**config.mk**
```make
export PLATFORM = sky130hd
export DESIGN_NAME = pinbank_ctl
export DESIGN_NICKNAME = d
export VERILOG_FILES = /design/src/rtl/pinbank_pkg.sv /design/src/rtl/pinbank_sync.sv /design/src/rtl/pinbank_regs.sv /design/src/rtl/pinbank_irq.sv /design/src/rtl/pinbank_ctl.sv
export SDC_FILE = /design/constraint.sdc
export NUM_CORES = 1
export LEC_CHECK = 0
export BUFFER_PORTS_ARGS = -buffer_cell sky130_fd_sc_hd__buf_4
export CORE_UTILIZATION = 46
export DETAILED_ROUTE_END_ITERATION = 10
export PLACE_DENSITY = 0.76
export REMOVE_ABC_BUFFERS = 1
export SYNTH_ARGS = -nofsm -noshare
export SYNTH_HDL_FRONTEND = slang
export SYNTH_SLANG_ARGS = --single-unit
```
**constraint.sdc**
```tcl
create_clock -name clk -period 1.5 [get_ports clk]
set_input_delay 0.3 -clock clk [delete_from_list [all_inputs] [get_ports clk]]
set_output_delay 0.3 -clock clk [all_outputs]
set_load 0.02 [all_outputs]
```
**src/rtl/pinbank_pkg.sv**
```systemverilog
package pinbank_pkg;

    // Register word index = byte offset >> 2
    typedef enum logic [2:0] {
        RG_DIR = 3'd0,
        RG_RSV = 3'd1,
        RG_OUT = 3'd2,
        RG_LVL = 3'd3,
        RG_IEN = 3'd4,
        RG_CTL = 3'd5,
        RG_X6  = 3'd6,
        RG_X7  = 3'd7
    } reg_sel_e;

    // bit 1 = hold in reset, bit 0 = clock run
    typedef struct packed {
        logic rst_hold;
        logic clk_run;
    } ctl_t;

    typedef struct packed {
        logic        wr;
        logic        valid;
        reg_sel_e    sel;
        logic [31:0] data;
    } bus_req_t;

    localparam ctl_t CTL_POR = '{rst_hold: 1'b1, clk_run: 1'b0};

    function automatic logic sel_in_map(input logic [2:0] word);
        return word <= 3'd5;
    endfunction

endpackage

```
**src/rtl/pinbank_sync.sv**
```systemverilog
module pinbank_sync #(
    parameter int W      = 16,
    parameter int STAGES = 2
) (
    input  logic         clk,
    input  logic         rst,
    input  logic         adv,
    input  logic [W-1:0] d,
    output logic [W-1:0] q
);
    logic [STAGES-1:0][W-1:0] st;

    generate
        if (STAGES == 1) begin : g_one
            always_ff @(posedge clk) begin
                if (rst)      st <= '0;
                else if (adv) st <= d;
            end
        end else begin : g_chain
            always_ff @(posedge clk) begin
                if (rst)      st <= '0;
                else if (adv) st <= {st[STAGES-2:0], d};
            end
        end
    endgenerate

    assign q = st[STAGES-1];

    // no movement while the clock is stopped
    a_r10_frozen: assert property (@(posedge clk) disable iff (rst)
        !adv |=> $stable(q));

endmodule

```
**src/rtl/pinbank_regs.sv**
```systemverilog
module pinbank_regs
    import pinbank_pkg::*;
#(
    parameter int NPINS = 16
) (
    input  logic             clk,
    input  logic             rst,
    input  bus_req_t         req,
    output ctl_t             ctl_o,
    output logic [NPINS-1:0] dir_o,
    output logic [NPINS-1:0] out_o,
    output logic [NPINS-1:0] ie_o
);
    logic [NPINS-1:0] wmask, wval;
    logic             accept;

    assign wmask  = req.data[16 +: NPINS];
    assign wval   = req.data[0 +: NPINS];
    assign accept = ctl_o.clk_run && !ctl_o.rst_hold && req.wr && req.valid;

    always_ff @(posedge clk) begin
        if (rst) begin
            ctl_o <= CTL_POR;
            dir_o <= '0;
            out_o <= '0;
            ie_o  <= '0;
        end else begin
            if (ctl_o.rst_hold) begin
                dir_o <= '0;
                out_o <= '0;
                ie_o  <= '0;
            end else if (accept) begin
                case (req.sel)
                    RG_DIR:  dir_o <= wval;
                    RG_OUT:  out_o <= (out_o & ~wmask) | (wval & wmask);
                    RG_IEN:  ie_o  <= wval;
                    default: ;
                endcase
            end
            if (req.wr && req.valid && req.sel == RG_CTL)
                ctl_o <= ctl_t'(req.data[1:0]);
        end
    end

    // held clear while in soft reset
    a_r3_clear_in_reset: assert property (@(posedge clk) disable iff (rst)
        ctl_o.rst_hold |=> (dir_o == '0 && out_o == '0 && ie_o == '0));

    // nothing but control moves while clock is stopped
    a_r2_gated_hold: assert property (@(posedge clk) disable iff (rst)
        (!ctl_o.clk_run && !ctl_o.rst_hold) |=>
            ($stable(dir_o) && $stable(out_o) && $stable(ie_o)));

    // unmasked pins keep their level
    a_r5_unmasked_keep: assert property (@(posedge clk) disable iff (rst)
        (accept && req.sel == RG_OUT) |=>
            (((out_o ^ $past(out_o)) & ~$past(wmask)) == '0));

endmodule

```
**src/rtl/pinbank_irq.sv**
```systemverilog
module pinbank_irq #(
    parameter int NPINS     = 16,
    parameter int SHARED_LO = 8
) (
    input  logic [NPINS-1:0] lvl,
    input  logic [NPINS-1:0] ie,
    output logic             irq
);
    localparam int NSH = NPINS - SHARED_LO;
    logic [NSH-1:0] term;

    generate
        for (genvar i = 0; i < NSH; i++) begin : g_term
            assign term[i] = lvl[SHARED_LO+i] & ie[SHARED_LO+i];
        end
    endgenerate

    assign irq = |term;

endmodule

```
**src/rtl/pinbank_ctl.sv**
```systemverilog
module pinbank_ctl
    import pinbank_pkg::*;
#(
    parameter int NPINS       = 16,
    parameter int SHARED_LO   = 8,
    parameter int SYNC_STAGES = 2,
    parameter int ADDR_W      = 5
) (
    input  logic              clk,
    input  logic              rst,
    input  logic              bus_wr,
    input  logic [ADDR_W-1:0] bus_addr,
    input  logic [31:0]       bus_wdata,
    output logic [31:0]       bus_rdata,
    input  logic [NPINS-1:0]  pin_in,
    output logic [NPINS-1:0]  pin_oe,
    output logic [NPINS-1:0]  pin_out,
    output logic              irq_shared
);
    localparam int WORD_W = ADDR_W - 2;

    bus_req_t         req;
    ctl_t             ctl;
    logic [NPINS-1:0] dir_q, out_q, ie_q, lvl;
    logic [WORD_W-1:0] word;

    assign word = bus_addr[ADDR_W-1:2];

    always_comb begin
        req.wr    = bus_wr;
        req.valid = (word <= WORD_W'(5)) && sel_in_map(word[2:0]);
        req.sel   = reg_sel_e'(word[2:0]);
        req.data  = bus_wdata;
    end

    pinbank_regs #(.NPINS(NPINS)) u_regs (
        .clk(clk), .rst(rst), .req(req),
        .ctl_o(ctl), .dir_o(dir_q), .out_o(out_q), .ie_o(ie_q)
    );

    pinbank_sync #(.W(NPINS), .STAGES(SYNC_STAGES)) u_sync (
        .clk(clk), .rst(rst), .adv(ctl.clk_run), .d(pin_in), .q(lvl)
    );

    pinbank_irq #(.NPINS(NPINS), .SHARED_LO(SHARED_LO)) u_irq (
        .lvl(lvl), .ie(ie_q), .irq(irq_shared)
    );

    always_comb begin
        bus_rdata = '0;
        if (ctl.clk_run && req.valid) begin
            case (req.sel)
                RG_DIR:  bus_rdata[NPINS-1:0] = dir_q;
                RG_OUT:  bus_rdata[NPINS-1:0] = out_q;
                RG_LVL:  bus_rdata[NPINS-1:0] = lvl;
                RG_IEN:  bus_rdata[NPINS-1:0] = ie_q;
                RG_CTL:  bus_rdata[1:0]       = ctl;
                default: bus_rdata = '0;
            endcase
        end
    end

    assign pin_oe  = dir_q;
    assign pin_out = out_q;

    // a request needs at least one upper enable bit
    a_r7_irq_needs_enable: assert property (@(posedge clk) disable iff (rst)
        irq_shared |-> (ie_q[NPINS-1:SHARED_LO] != '0));

    // reads are silent with the clock stopped
    a_r2_quiet_read: assert property (@(posedge clk) disable iff (rst)
        !ctl.clk_run |-> (bus_rdata == '0));

endmodule

```
Word-level counts from Yosys, hierarchy flattened
Index checks and enable logic that the tools add are counted.
{"block": "totals", "ram_bits": 0, "out_inout_bits": 65, "reg_bits": 82, "input_bits": 56, "mem_count": 0, "romBits": 0, "latch_bits": 0, "word_cells": 40}
{"block": "classes", "n_mux": 3, "bitwise_logic": 12, "shift": 0, "eq_ne": 4, "div": 0, "order_cmp": 1, "reduce_logical": 13, "multipliers": 0, "add_sub_neg": 0}
{"op": "$pmux W14 S4", "n": 1}
{"op": "$and A16 B16 Y16", "n": 2}
{"op": "$mux W16", "n": 1}
{"op": "$not A16 Y16", "n": 1}
{"op": "$or A16 B16 Y16", "n": 1}
{"op": "$pmux W2 S5", "n": 1}
{"op": "$and A1 B1 Y1", "n": 8}
{"op": "$reduce_or A8 Y1", "n": 1}
{"op": "$eq A3 B2 Y1 const B", "n": 2}
{"op": "$eq A3 B3 Y1 const B", "n": 2}
{"op": "$logic_and A1 B1 Y1", "n": 6}
{"op": "$reduce_and A2 Y1", "n": 3}
{"op": "$le A3 B3 Y1 const B", "n": 1}
{"op": "$logic_not A3 Y1", "n": 1}
{"op": "$reduce_or A2 Y1", "n": 1}
{"op": "$logic_not A1 Y1", "n": 1}

Depth between registers and ports, before layout
{"block": "depth", "ltp_word": 5, "depth_mapped": 6, "depth_no_buf": 4}

Modules after synthesis
A second synthesis with hierarchy kept.
{"block": "unflattened", "cells_unflattened": 432, "area_unflattened_um2": 4201.5}
{"module": "pinbank_regs", "cells_per_inst": 214, "seq_area_each_um2": 1001.0, "area_each_um2": 2048.2, "instances": 1}
{"module": "pinbank_sync", "cells_per_inst": 119, "seq_area_each_um2": 640.6, "area_each_um2": 1283.7, "instances": 1}
{"module": "pinbank_ctl", "cells_per_inst": 94, "seq_area_each_um2": 0.0, "area_each_um2": 833.3, "instances": 1}
{"module": "pinbank_irq", "cells_per_inst": 5, "seq_area_each_um2": 0.0, "area_each_um2": 36.3, "instances": 1}

Worst setup path after synthesis
No wires, ideal clock.
{"block": "synth_timing", "path_type": "input -> output", "from": "input bus_addr[4]", "to": "output bus_rdata[10]", "path_slack_ps": -220, "required_ps": 1200, "n_path_buf": 2, "cell_stages": 5, "arrival_time_ps": 1420, "cell_sequence": "and3b_1 > clkbuf_1 > clkbuf_1 > a22oi_1 > a21oi_1"}
{"block": "synth_between", "elab_chain_cells": 3}
{"element": "from (decl)", "line": "pinbank_ctl.sv:12", "source": "input logic [ADDR_W-1:0] bus_addr,"}
{"element": "$eq A3 B3 Y1 (tied with other cells)", "line": "pinbank_ctl.sv:52", "source": "case (req.sel)"}
{"element": "$pmux W14 S4 or $logic_and A1 B1 Y1 (tied branches)", "line": "pinbank_ctl.sv:52, pinbank_ctl.sv:51"}
{"element": "$mux W16 (*)", "line": "pinbank_ctl.sv:51", "source": "if (ctl.clk_run && req.valid) begin"}
{"element": "to (decl)", "line": "pinbank_ctl.sv:14", "source": "output logic [31:0] bus_rdata,"}
Every way passes the cells marked *; elsewhere a longest branch is shown, timed or not.

Final worst setup path
{"block": "layout_timing", "from": "input bus_addr[3]", "to": "output bus_rdata[15]"}
The elaborated chain is that of the path after synthesis.

==> summary.txt <==
outcome -> finished, violations left
failing checks -> setup timing
row cnt -> 33
final hold violations -> 0
period utilization -> 117.6%
Post-Syn Area -> 3897 um^2
fmax -> 567.1 MHz
ys flop type -> dfxtp_1
initial core utilization -> 47.43%
Avg Synthesized Cell Area -> 8.661 um^2
CP Class -> in -> out
NumNets Final -> 636
fin. max-slew vios -> 0
Total GRT Usage -> 27.37%
Max rail drop VDD -> 0.5269 mV
Wirelength per Cell -> 18.29 um
Ant. Diodes -> 0
unrepaired setup endpoints after global routing -> true
Ports -> 121
Slowest Stage Delay on Critical Path -> 290 ps
pwr/cell area -> 759.4 nW/um^2
CORE AREA -> 8217 um^2
crit path time final -> 1763 ps
die height -> 94.05 um
yosys warns -> 0
pre-CTS setup slack -> -277.0 ps
Post-synth top cells -> dfxtp_1, a21oi_1, o21ai_0
CP top delay family -> buffers and inverters
initial DRC count -> 411
initial antenna violation count -> 0
total number of vias -> 4,085
clock insertion delay at the later pin of the skew report -> 360 ps
CP Capture Type -> primary output
Synth top area share -> 42.12%
Port Buffer Count -> 102
setup ws final -> -263.4 ps
TritonCTS Buffers -> 9
worst path bufs/invs -> 4
CTS Root Cell -> clkbuf_8
vias in the first global route -> 3,796
Die ar. -> 8844 um^2
GPL Wtd Cong -> 0.9073
share of post-route cells with drive strength above 1 -> 42.12%
drt pass-1 iters -> 5
Crit-path slowest cell -> nor3b_4
most used cell, CP -> buf_4
fillcell total -> 635
most numerous cell in the Yosys netlist -> dfxtp_1
Congestion Overflow GR -> 0
Synth area leader -> dfxtp_1
maximum fanout along the worst path -> 8
arrival time of the worst setup path -> 1460 ps
crit path launch type -> input port
H-tree levels -> 3
Hold WC Path Type -> in -> reg
first-pass GRT wire length -> 18,640 um
CTS Sinks -> 82
ys async rst share -> 0%
sequential fraction of the synthesis area -> 42.12%
Synth Instances -> 450
largest net degree at the start of global routing -> 49
DIE WIDTH -> 94.05 um
Layout area overhead -> 44.78%
Setup TNS -> -3533 ps
static leakage -> 2.062 nW
Area contributors post-synth -> dfxtp_1, a21oi_1, mux2i_1
EDFF count, synth -> 0
Worst-path clk slew -> 90 ps
clk_skew -> 7.647 ps
WHS -> 168.8 ps
TritonCTS clock tree -> built
HPWL Detailed -> 7412 um
Distinct cells, synth -> 35
post-route ant nets -> 0
Worst-Margin Slew -> 508.9 ps
Design Area, Final -> 5643 um^2
CP required -> 1200 ps
critical-path cell list -> buf_8 > buf_12 > nor3b_4 > buf_4 > a22oi_1 > a21oi_1 > buf_4
Setup-failing EPs final -> 19
placed cell areas -> 4896 um^2
maximum clock path buffer count -> 2
vias per cell -> 5.929
DRC -> 0
final wirelength -> 12,600 um
worst rel slew slack -> 66.07%
max cap viols -> 0
flop and latch count out of synthesis -> 82
## final timing paths
kind | start | endpoint | slack (ps) | cells after the start
setup / recovery | bus_addr[3] | bus_rdata[15] | -260 | 7
hold / removal | pin_in[10] | u_sync.st[10] | 170 | 3
setup reg to reg | u_regs.ctl_o[1] | u_regs.ie_o[10] | 50 | 5
hold reg to reg | u_regs.ie_o[7] | u_regs.ie_o[7] | 480 | 2
## cell type report
class                   instances  area (um^2)  area share [%]
multi-input cells             307         2177           38.58
clock buffers                   9        123.9           2.195
inverters                      18        67.56           1.197
well taps                     105        131.4           2.328
clock inverters                 7        77.57           1.375
repair buffers                161         1409           24.97
flip-flops and latches         82         1657           29.36
## repair_timing
| item | in CTS | in global routing |
|---|---|---|
| buffers inserted | 19 | 4 |
| hold buffers | 0 | 0 |
| cloned | 3 | 1 |
| gates resized for setup | 62 | 24 |
| setup endpoints to repair | 17 | 21 |
| pin swaps | 17 | 7 |
## power breakdown
| part | total (mW) | leakage, nW | internal, mW | switching [mW] |
|---|---|---|---|---|
| logic | 0.476 | 1.30 | 0.224 | 0.252 |
| clock network | 1.63 | 0.0998 | 0.780 | 0.846 |
| registers | 2.18 | 0.665 | 2.18 | 0.00378 |
## worst reg2reg max path: cells and delay by family, from the launching register on
family	cells	cell delay, ps
and+or+nand+nor	2	520
AOI/OAI and AO/OA	1	180
buffers and inverters	2	330
DFF	1	330
## per-stage QoR
step / total power [mW] / cells / utilization (%)
2_1_floorplan: 2.363 / 406 / -
3_3_place_gp: 2.610 / 647 / 59.59
3_5_place_dp: 2.617 / 647 / 59.59
4_1_cts: 4.265 / 684 / 66.74
5_1_grt: 4.419 / 689 / 68.68
6_report: 4.285 / 689 / 68.68
## routing by layer
metal	track usage, %	up-vias	part of all wire (%)
met5	0	-	0
met4	13.46	0	3.9
met2	44.53	233	48
met3	5.178	49	8.1
met1	34.59	1944	40
li1	-	1859	-
## cell usage in the layout (no fill, tap or decap), types with 3 or more instances in the layout
cell type  instances
dfxtp_2            9
o31ai_1            5
a22oi_2           19
o31ai_2           11
conb_1            16
buf_4            135
clkinv_4           3
buf_12             7
inv_1             18
buf_8              3
nor2_1            33
a21oi_2           10
o21ai_0           33
mux2i_1           32
a21oi_1           52
dfxtp_1           72
clkbuf_8           9
o21ai_1            3
nand3_1           34
buf_6             14
a22oi_1           15
nand4_1           17
## cells by family after synthesis
logic type / after synthesis / share of synthesized area [%]
flip-flops: 82 / 42.12
other: 1 / 0.09622
buffers and inverters: 77 / 10.27
AO/OA/AOI/OAI: 153 / 24.30
AND/OR/NAND/NOR: 102 / 14.09
adder cells (fa/ha/maj): 1 / 0.3210
multiplexers: 34 / 8.796
No activity file was read; power rests on OpenSTA's default activity.
